--- config.mk ---
export PLATFORM = sky130hd
export DESIGN_NAME = acc_stall_ctl
export DESIGN_NICKNAME = d
export VERILOG_FILES = /design/src/rtl/acc_stall_pkg.sv /design/src/rtl/acc_hist_reg.sv /design/src/rtl/acc_hazard_cmp.sv /design/src/rtl/acc_stall_timer.sv /design/src/rtl/acc_stall_ctl.sv
export SDC_FILE = /design/constraint.sdc
export NUM_CORES = 1
export LEC_CHECK = 0
export BUFFER_PORTS_ARGS = -buffer_cell sky130_fd_sc_hd__buf_2
export CORE_AREA = 2 2 39 41
export DETAILED_ROUTE_END_ITERATION = 12
export DIE_AREA = 0 0 41 43
export HOLD_SLACK_MARGIN = 0.02
export PLACE_DENSITY = 0.55
export SYNTH_ARGS = -nofsm -noshare
export SYNTH_HDL_FRONTEND = slang
export SYNTH_HIERARCHICAL = 1
export SYNTH_SLANG_ARGS = --single-unit
--- constraint.sdc ---
create_clock -name clk -period 1.98 [get_ports clk]
set_input_delay 0.594 -clock clk [delete_from_list [all_inputs] [get_ports clk]]
set_output_delay 0.594 -clock clk [all_outputs]
set_load 0.01 [all_outputs]
--- src/rtl/acc_stall_pkg.sv ---
package acc_stall_pkg;
  localparam int NUM_ACC_DEF = 4;
  localparam int STALL_CYCLES_DEF = 2;

  typedef enum logic [2:0] {
    CLS_NONE  = 3'd0,
    CLS_MAC   = 3'd1,
    CLS_LOAD  = 3'd2,
    CLS_STORE = 3'd3,
    CLS_OTHER = 3'd4
  } acc_class_e;

  // Map a raw class code onto the enum; unused codes behave as OTHER.
  function automatic acc_class_e norm_class(input logic [2:0] raw);
    case (raw)
      3'd0: return CLS_NONE;
      3'd1: return CLS_MAC;
      3'd2: return CLS_LOAD;
      3'd3: return CLS_STORE;
      default: return CLS_OTHER;
    endcase
  endfunction

  function automatic logic writes_acc(input acc_class_e c);
    return (c == CLS_MAC) || (c == CLS_LOAD);
  endfunction
endpackage

--- src/rtl/acc_hist_reg.sv ---
module acc_hist_reg
  import acc_stall_pkg::*;
#(
  parameter int ACC_W = 2
) (
  input  logic             clk,
  input  logic             rst,
  input  logic             in_valid,
  input  logic             issue,
  input  acc_class_e       in_cls,
  input  logic [ACC_W-1:0] in_acc,
  output acc_class_e       hist_cls,
  output logic [ACC_W-1:0] hist_acc
);
  always_ff @(posedge clk) begin
    if (rst) begin
      hist_cls <= CLS_NONE;
      hist_acc <= '0;
    end else if (issue) begin
      hist_cls <= in_cls;
      hist_acc <= in_acc;
    end else if (!in_valid) begin
      hist_cls <= CLS_NONE;
      hist_acc <= '0;
    end
  end

  // a held instruction leaves the history untouched
  a_r8_hold_on_stall: assert property (@(posedge clk) disable iff (rst)
    (in_valid && !issue) |=> ($stable(hist_cls) && $stable(hist_acc)));

  // a bubble removes any remembered writer
  a_r7_bubble_clears: assert property (@(posedge clk) disable iff (rst)
    !in_valid |=> (hist_cls == CLS_NONE));
endmodule

--- src/rtl/acc_hazard_cmp.sv ---
module acc_hazard_cmp
  import acc_stall_pkg::*;
#(
  parameter int NUM_ACC = 4,
  parameter int ACC_W = 2
) (
  input  logic             in_valid,
  input  acc_class_e       in_cls,
  input  logic [ACC_W-1:0] in_acc,
  input  acc_class_e       hist_cls,
  input  logic [ACC_W-1:0] hist_acc,
  output logic             hazard
);
  logic               prev_writer;
  logic               cur_store;
  logic [NUM_ACC-1:0] wr_hit;
  logic [NUM_ACC-1:0] rd_hit;

  assign prev_writer = writes_acc(hist_cls);
  assign cur_store   = in_valid && (in_cls == CLS_STORE);

  for (genvar i = 0; i < NUM_ACC; i++) begin : g_acc
    assign wr_hit[i] = prev_writer && (hist_acc == ACC_W'(i));
    assign rd_hit[i] = cur_store && (in_acc == ACC_W'(i));
  end

  assign hazard = |(wr_hit & rd_hit);
endmodule

--- src/rtl/acc_stall_timer.sv ---
module acc_stall_timer #(
  parameter int STALL_CYCLES = 2
) (
  input  logic clk,
  input  logic rst,
  input  logic hazard,
  output logic stall_o
);
  localparam int CW = $clog2(STALL_CYCLES + 1);
  localparam logic [CW-1:0] LAST = CW'(STALL_CYCLES);

  logic [CW-1:0] cnt;

  always_comb begin
    if (cnt == '0) stall_o = hazard;
    else           stall_o = (cnt < LAST);
  end

  always_ff @(posedge clk) begin
    if (rst)                 cnt <= '0;
    else if (cnt == '0)      cnt <= hazard ? CW'(1) : '0;
    else if (cnt == LAST)    cnt <= '0;
    else                     cnt <= cnt + CW'(1);
  end

  // the window always ends in a released cycle
  a_r2_release_at_end: assert property (@(posedge clk) disable iff (rst)
    (cnt == LAST) |-> !stall_o);

  // a new stall starts the window at count one
  a_r2_window_starts: assert property (@(posedge clk) disable iff (rst)
    (cnt == '0 && stall_o) |=> (cnt == CW'(1)));
endmodule

--- src/rtl/acc_stall_ctl.sv ---
module acc_stall_ctl
  import acc_stall_pkg::*;
#(
  parameter int NUM_ACC = NUM_ACC_DEF,
  parameter int STALL_CYCLES = STALL_CYCLES_DEF
) (
  input  logic                       clk,
  input  logic                       rst,
  input  logic                       in_valid,
  input  logic [2:0]                 in_class,
  input  logic [$clog2(NUM_ACC)-1:0] in_acc,
  output logic                       in_ready,
  output logic                       stall_req
);
  localparam int ACC_W = $clog2(NUM_ACC);

  acc_class_e       cls_n;
  acc_class_e       hist_cls;
  logic [ACC_W-1:0] hist_acc;
  logic             hazard;
  logic             stall;
  logic             issue;

  assign cls_n     = norm_class(in_class);
  assign issue     = in_valid && !stall;
  assign in_ready  = !stall;
  assign stall_req = stall;

  acc_hist_reg #(.ACC_W(ACC_W)) u_hist (
    .clk(clk), .rst(rst), .in_valid(in_valid), .issue(issue),
    .in_cls(cls_n), .in_acc(in_acc),
    .hist_cls(hist_cls), .hist_acc(hist_acc)
  );

  acc_hazard_cmp #(.NUM_ACC(NUM_ACC), .ACC_W(ACC_W)) u_cmp (
    .in_valid(in_valid), .in_cls(cls_n), .in_acc(in_acc),
    .hist_cls(hist_cls), .hist_acc(hist_acc), .hazard(hazard)
  );

  acc_stall_timer #(.STALL_CYCLES(STALL_CYCLES)) u_timer (
    .clk(clk), .rst(rst), .hazard(hazard), .stall_o(stall)
  );

  // a stall only begins for a store whose index matches the writer
  a_r4_stall_needs_match: assert property (@(posedge clk) disable iff (rst)
    $rose(stall_req) |-> (cls_n == CLS_STORE && writes_acc(hist_cls)
                          && hist_acc == in_acc));

  // a load-to-accumulator is never held
  a_r5_load_never_stalls: assert property (@(posedge clk) disable iff (rst)
    (in_valid && cls_n == CLS_LOAD) |-> !stall_req);
endmodule

==> results of run 1 <==
[metal layers]
layer,part of all wire,GRT usage,routed length [um],up-vias
li1,-,-,-,190
met1,0.37,0.1042,327,174
met2,0.56,0.2094,490,10
met3,0.064,0.07853,56,0
met4,0,0.02000,0,0
met5,0,0,0,-
[Yosys cell counts, types with 2 or more instances]
master and instances:
nand2_1 7, a21oi_1 5, dfxtp_1 7, nor2b_1 3
inv_1 3, nand3b_1 5, ha_1 2, xnor2_1 2
clkbuf_1 2
[cell families after synthesis]
logic type | count (synthesis)
and+or+nand+nor | 20
DFF | 7
adders and majority gates | 2
buffers and inverters | 5
xor gates and xnor gates | 3
AOI/OAI and AO/OA | 7
[worst register-to-register path, delay by kind of cell, from the launching register on]
family | cells | cell delay, ns
buf+inv | 6 | 0.75
xor+xnor | 1 | 0.16
compound gates | 1 | 0.12
flops | 1 | 0.35
simple gates | 3 | 0.39
[sequential cells by signal, indices dropped and copies added, names as in the netlist]
signal / flops
u_hist/hist_cls: 3
u_hist/hist_acc: 2
u_timer/cnt: 2
[timing repair]
item / 4_1_cts / 5_1_grt
pin swaps: 3 / 6
gates resized for setup: 9 / 8
setup buffers: 7 / 0
hold buffers: 0 / 0
endpoints found under the setup margin: 2 / 3
[worst paths after layout]
kind                                          from             end
worst min register to register      u_timer/cnt[0]  u_timer/cnt[1]
worst max register to register  u_hist/hist_cls[0]  u_timer/cnt[0]
worst min-delay path                u_timer/cnt[0]  u_timer/cnt[1]
worst max-delay path                     in_acc[0]        in_ready
[power groups by stage]
stage	registers [mW]	clock network (mW)	logic, mW
finish	0.149	0.131	0.0477
global route	0.149	0.146	0.0509
CTS	0.148	0.137	0.0413
detailed placement	0.151	0	0.0338
global placement	0.151	0	0.0336
floorplan	0.151	0	0.0165
[final cells by class]
cell class	instances	area, um^2	share of cell area
multi-input combinational	32	240.2	0.4068
clock buffer	4	26.28	0.04449
timing repair buffer	19	152.6	0.2585
tap	16	20.02	0.03390
inverter	3	11.26	0.01907
sequential	7	140.1	0.2373
==> reports/results.tsv, run 1 <==
stage	metric	value	unit
sta	fin. max-slew vios	0	
floorplan	Die Span Y	43	um
pwr	leakage	0.2496	nW
sta	TNS Setup	-0.2160	ns
floorplan	core area	1384	um^2
yosys	Compound-Gate Fraction of Synth Area	0.1062	
pwr	total power draw	327.6	uW
cells_and_area	# diodes	0	
worst_setup_path	CP Data Required Time	1.39	ns
pwr	sequential share of power	0.454	
sta	hold_ws	0.4267	ns
outcome	status	finished, violations left	
clock_network	CTS tree	yes	
sta	unrepaired setup endpoints after global routing	yes	
cells_and_area	most common cell after layout, fill and taps aside	buf_4	
route	drt wl/cell	10.79	um
place	PortBufs	9	
cells_and_area	share of cells above drive strength 1	0.4462	
yosys	synth top area cells	dfxtp_1, nand3b_1, nand2_1	
worst_setup_path	Worst Setup End Kind	primary output	
yosys	synthesized area per cell	8.303	um^2
cells_and_area	final core occ	0.4268	
cells_and_area	synthesis-to-layout area growth	61.64	%
yosys	Synth Area in XOR/XNOR	0.07192	
worst_setup_path	Setup CP Type	input port to primary output	
pwr	Switching Share	0.2314	
outcome	violated checks	setup timing	
route	TritonRoute pass-1 iters	4	
worst_setup_path	Startpoint Class	input port	
worst_setup_path	Crit path buffers/inverters	3	
global_routing	first-pass GRT wire length	1338	um
pwr	internal power	251.8	uW
floorplan	die width	41	um
worst_setup_path	crit-path max cell delay	0.18	ns
clock_network	Root Driver	clkbuf_4	
pwr	Clock Power Share	0.400	
route	DR vias	374	
global_routing	GRT Total Usage	0.1179	
worst_setup_path	CP arrival	1.51	ns
clock_network	CTS Buf Count	3	
sta	Slew @ Worst Pin	0.5048	ns
cells_and_area	fillers	140	
sta	Clock Skew	0.004406	ns
cells_and_area	most frequent cells in the layout	buf_4, nand2_1, dfxtp_1	
floorplan	DIE AREA	1763	um^2
route	DRC	0	
cells_and_area	design area	590.6	um^2
sta	Setup-failing EPs final	2	
yosys	sequential fraction of the synthesis area	0.3836	
floorplan	IO Pins	10	
cells_and_area	Finished Layout Cells	81	
route	final WL	874	um
worst_setup_path	crit-path cells	buf_8 -> xnor2_2 -> nand3_1 -> nor3_2 -> nand2_1 -> o21ai_2 -> inv_1 -> buf_6	
route	Routed Antenna Nets	0	
yosys	ys async rst share	0	
worst_setup_path	CP Depth	8	
min_path	HP Class	register to register	
sta	Slew headroom	0.6628	
yosys	Post-synth top flop	dfxtp_1	
global_routing	largest net degree at the start of global routing	11	
yosys	cell count after synthesis	44	
pwr	power density cells	554.7	nW/um^2
place	RePlAce Congestion	0.6642	
pwr	Sw Pwr	75.81	uW
worst_setup_path	reg-to-reg setup timing slack	0.15	ns
flow_run	Max-Cap Viols	0	
global_routing	initial antenna violation count	0	
sta	fin crit period	2.102	ns
worst_setup_path	Worst Reg2Reg Path Length in Cells	11	
sta	Final Hold Vio Count	0	
clock_network	clk sink count	7	
sta	maximum clock rate	475.8	MHz
yosys	mapped cell area	365.4	um^2
yosys	distinct cell type count of the synthesized netlist	17	
yosys	warnings from Yosys	6	
sta	Setup WS post-layout	-0.1218	ns
worst_setup_path	Slowest-stage cell, CP	nor3_2	
yosys	area leader, netlist	dfxtp_1	
place	final HPWL from detailed placement	569.9	um
sta	fraction of the cycle the final worst path needs	1.062	
route	Iter 0 DRT Violations	6	
place	pre-CTS setup slack	-0.2060	ns
worst_setup_path	CP top delay family	simple AND/OR/NAND/NOR gates	
yosys	mux cell area share after synthesis	0	
pwr	Gate power share	0.146	
clock_network	level count of the clock H-tree	1	
global_routing	global route overflow	0	
pwr	Max IR drop VDD	0.3227	mV
yosys	Syn Nets	54	
place	Placed Area	452.9	um^2
route	post-DR vias/cell	4.617	
yosys	Post-synth EDFFs	0	
worst_setup_path	Max Fanout on Critical Path	3	
clock_network	worst skew pair latency	0.25	ns
floorplan	number of core rows	14	
yosys	largest family of logic cells by synthesized area	simple AND/OR/NAND/NOR gates	
yosys	#FFs+latches synth	7	
yosys	top-area cell type share of the netlist area	0.3836	
floorplan	Initial Utilization	0.2640	
clock_network	clock transition at the registers of the reported paths	0.05	ns
yosys	Post-Synth Adder-Cell Area	0.06849	
min_path	Hold Path Depth	2	
place	placed cell count	71	
global_routing	vias in the first global route	357	
cells_and_area	nets	76	
yosys	simple-gate share of the synthesized area	0.3185	
clock_network	CTS max path bufs	2	
Power figures use the tool's default switching activity.
==> inputs of run 2 (changes only) <==
--- a/config.mk
+++ b/config.mk
@@ -5,12 +5,14 @@
 export SDC_FILE = /design/constraint.sdc
 export NUM_CORES = 1
 export LEC_CHECK = 0
+export ABC_AREA = 1
 export BUFFER_PORTS_ARGS = -buffer_cell sky130_fd_sc_hd__buf_2
 export CORE_AREA = 2 2 39 41
+export CTS_CLUSTER_SIZE = 8
 export DETAILED_ROUTE_END_ITERATION = 12
 export DIE_AREA = 0 0 41 43
 export HOLD_SLACK_MARGIN = 0.02
-export PLACE_DENSITY = 0.55
+export PLACE_DENSITY = 0.56
 export SYNTH_ARGS = -nofsm -noshare
 export SYNTH_HDL_FRONTEND = slang
 export SYNTH_HIERARCHICAL = 1
==> run 2 against run 1 <==
Effect of this change: sequential power barely moved; clock power barely moved; the run still ends with setup timing left; highest routed layer is now met4; flip-flop and latch count did not move; setup slack improved by 0.030 ns; combinational power rose by 11%.
==> reports/results.tsv, run 2 <==
stage	metric	value	unit
floorplan	Die Span Y	43	um
global_routing	vias in the first global route	455	
place	Placed Area	479.2	um^2
worst_setup_path	CP top delay family	simple AND/OR/NAND/NOR gates	
cells_and_area	most common cell after layout, fill and taps aside	buf_4	
sta	maximum clock rate	482.7	MHz
worst_setup_path	crit-path cells	buf_6 -> inv_4 -> nor2_4 -> nand2_1 -> nor2_1 -> nand3_1 -> nor2_1 -> nand2_1 -> o21ai_2 -> inv_1 -> buf_2	
place	RePlAce Congestion	0.7384	
route	DR vias	441	
yosys	area leader, netlist	dfxtp_1	
global_routing	routing usage on met3	0.07330	
floorplan	die width	41	um
yosys	mapped cell area	376.6	um^2
yosys	synth top area cells	dfxtp_1, nand2_1, inv_1	
sta	TNS Setup	-0.1586	ns
floorplan	DIE AREA	1763	um^2
place	PortBufs	9	
sta	fin crit period	2.072	ns
worst_setup_path	Slowest-stage cell, CP	buf_2	
route	final WL	988	um
global_routing	Top Usage Layer GRT	met2	
min_path	HP Class	register to register	
global_routing	GRT met2 Usage	0.2188	
yosys	sequential fraction of the synthesis area	0.3721	
worst_setup_path	Max Fanout on Critical Path	3	
global_routing	GRT Total Usage	0.1539	
route	TritonRoute pass-1 iters	4	
global_routing	met1 capacity usage during global routing	0.1812	
outcome	violated checks	setup timing	
floorplan	Initial Utilization	0.2722	
global_routing	global route overflow	0	
sta	Setup-failing EPs final	2	
min_path	Hold Path Depth	2	
clock_network	CTS tree	yes	
clock_network	CTS Buf Count	3	
yosys	cell with the most instances after synthesis	nand2_1	
yosys	synthesized area per cell	6.383	um^2
worst_setup_path	CP arrival	1.48	ns
worst_setup_path	Startpoint Class	input port	
worst_setup_path	CP Data Required Time	1.39	ns
cells_and_area	Finished Layout Cells	101	
sta	fin. max-slew vios	0	
flow_run	Max-Cap Viols	0	
cells_and_area	most frequent cells in the layout	buf_4, nand2_1, inv_1, nor2_1, dfxtp_1	
clock_network	level count of the clock H-tree	1	
cells_and_area	synthesis-to-layout area growth	61.79	%
clock_network	clock transition at the registers of the reported paths	0.05	ns
global_routing	largest net degree at the start of global routing	8	
global_routing	first-pass GRT wire length	1759	um
pwr	leakage	0.2959	nW
worst_setup_path	Setup CP Type	input port to primary output	
sta	unrepaired setup endpoints after global routing	yes	
sta	fraction of the cycle the final worst path needs	1.046	
pwr	power density cells	548.3	nW/um^2
yosys	warnings from Yosys	6	
yosys	Post-synth EDFFs	0	
route	drt wl/cell	9.782	um
route	DRC	0	
sta	Final Hold Vio Count	0	
cells_and_area	share of cells above drive strength 1	0.3882	
yosys	synth cell count leaders	nand2_1, inv_1, nor2_1	
place	final HPWL from detailed placement	608.3	um
cells_and_area	nets	96	
cells_and_area	most flop-heavy register	u_hist/hist_cls	
yosys	cell count after synthesis	59	
clock_network	clk sink count	7	
worst_setup_path	CP Depth	11	
yosys	Syn Nets	69	
floorplan	number of core rows	14	
global_routing	initial antenna violation count	0	
worst_setup_path	Worst Reg2Reg Path Length in Cells	13	
cells_and_area	design area	609.3	um^2
floorplan	IO Pins	10	
route	Routed Antenna Nets	0	
sta	hold_ws	0.4405	ns
cells_and_area	max reg flops	3	
worst_setup_path	Worst Setup End Kind	primary output	
clock_network	# hold bufs at CTS	0	
clock_network	CTS max path bufs	2	
pwr	Max IR drop VDD	0.3952	mV
worst_setup_path	crit-path max cell delay	0.13	ns
clock_network	worst skew pair latency	0.26	ns
sta	Slew headroom	0.8913	
yosys	#FFs+latches synth	7	
place	placed cell count	88	
sta	Setup WS post-layout	-0.09175	ns
worst_setup_path	Crit path buffers/inverters	4	
place	pre-CTS setup slack	-0.1372	ns
floorplan	core area	1384	um^2
yosys	top-area cell type share of the netlist area	0.3721	
outcome	status	finished, violations left	
clock_network	Root Driver	clkbuf_4	
yosys	Post-synth top flop	dfxtp_1	
route	Iter 0 DRT Violations	26	
yosys	distinct cell type count of the synthesized netlist	12	
route	post-DR vias/cell	4.366	
cells_and_area	# diodes	0	
yosys	ys async rst share	0	
cells_and_area	Largest regs	u_hist/hist_cls x3, u_hist/hist_acc x2, u_timer/cnt x2	
sta	Clock Skew	0.003361	ns
sta	Slew @ Worst Pin	0.1623	ns
run 2: cell count changes after synthesis, moves of 3 or more:
| cell | delta |
|---|---|
| nor2b_1 | -3 |
| nand3_1 | +5 |
| inv_1 | +8 |
| nand2_1 | +6 |
| nor2_1 | +9 |
| nand3b_1 | -5 |
run 2: kinds of logic (layout without fill, tap and decap cells):
| kind of cell | after synthesis | in the layout | synth area share |
|---|---|---|---|
| flops | 7 | 7 | 0.3721 |
| buf+inv | 13 | 39 | 0.1296 |
| compound gates | 8 | 8 | 0.1229 |
| fa+ha+maj | 2 | 2 | 0.06643 |
| simple gates | 29 | 29 | 0.3090 |
run 2: final cells by class:
type / instances / area [um^2]
repair buffers: 23 / 168.9
inverters: 12 / 47.55
clock buffers: 4 / 26.28
multi-input cells: 39 / 206.4
fillers: 142 / 774.5
well taps: 16 / 20.02
flip-flops and latches: 7 / 140.1
run 2: through the flow:
step                        util  total power [mW]
after global placement    0.3463            0.1887
final                     0.4403            0.3341
after global routing      0.4403            0.3589
after floorplan                -            0.1675
after CTS                 0.4403            0.3379
after detailed placement  0.3463            0.1885
run 2: worst register-to-register path, delay by kind of cell (launching register included):
family          cells  cell delay (ns)
compound gates      1             0.10
buf+inv             7             0.75
flops               1             0.32
simple gates        5             0.42
run 2: metal layers:
metal	up-vias	routed length, um
li1	234	-
met1	186	426
met2	17	468
met3	4	73
met4	0	21
met5	-	0
run 2: path summary, 6_finish.rpt:
| check | from | end | slack [ns] |
|---|---|---|---|
| worst min-delay path | u_timer/cnt[0] | u_timer/cnt[1] | 0.44 |
| worst max-delay path | in_class[1] | in_ready | -0.09 |
| worst min register to register | u_timer/cnt[0] | u_timer/cnt[1] | 0.44 |
| worst max register to register | u_hist/hist_cls[1] | u_timer/cnt[0] | 0.33 |
run 2: timing repair:
item / in CTS / in global routing
endpoints found under the setup margin: 2 / 3
gates resized for setup: 9 / 2
buffers inserted: 10 / 0
pin swaps: 8 / 3
gates cloned: 0 / 0
run 2: power by group:
group	total (mW)	internal, mW	switching, mW	leakage (nW)
Clock	0.133	0.0771	0.0556	0.0150
Combinational	0.0531	0.0275	0.0256	0.224
Sequential	0.148	0.145	0.00282	0.0571
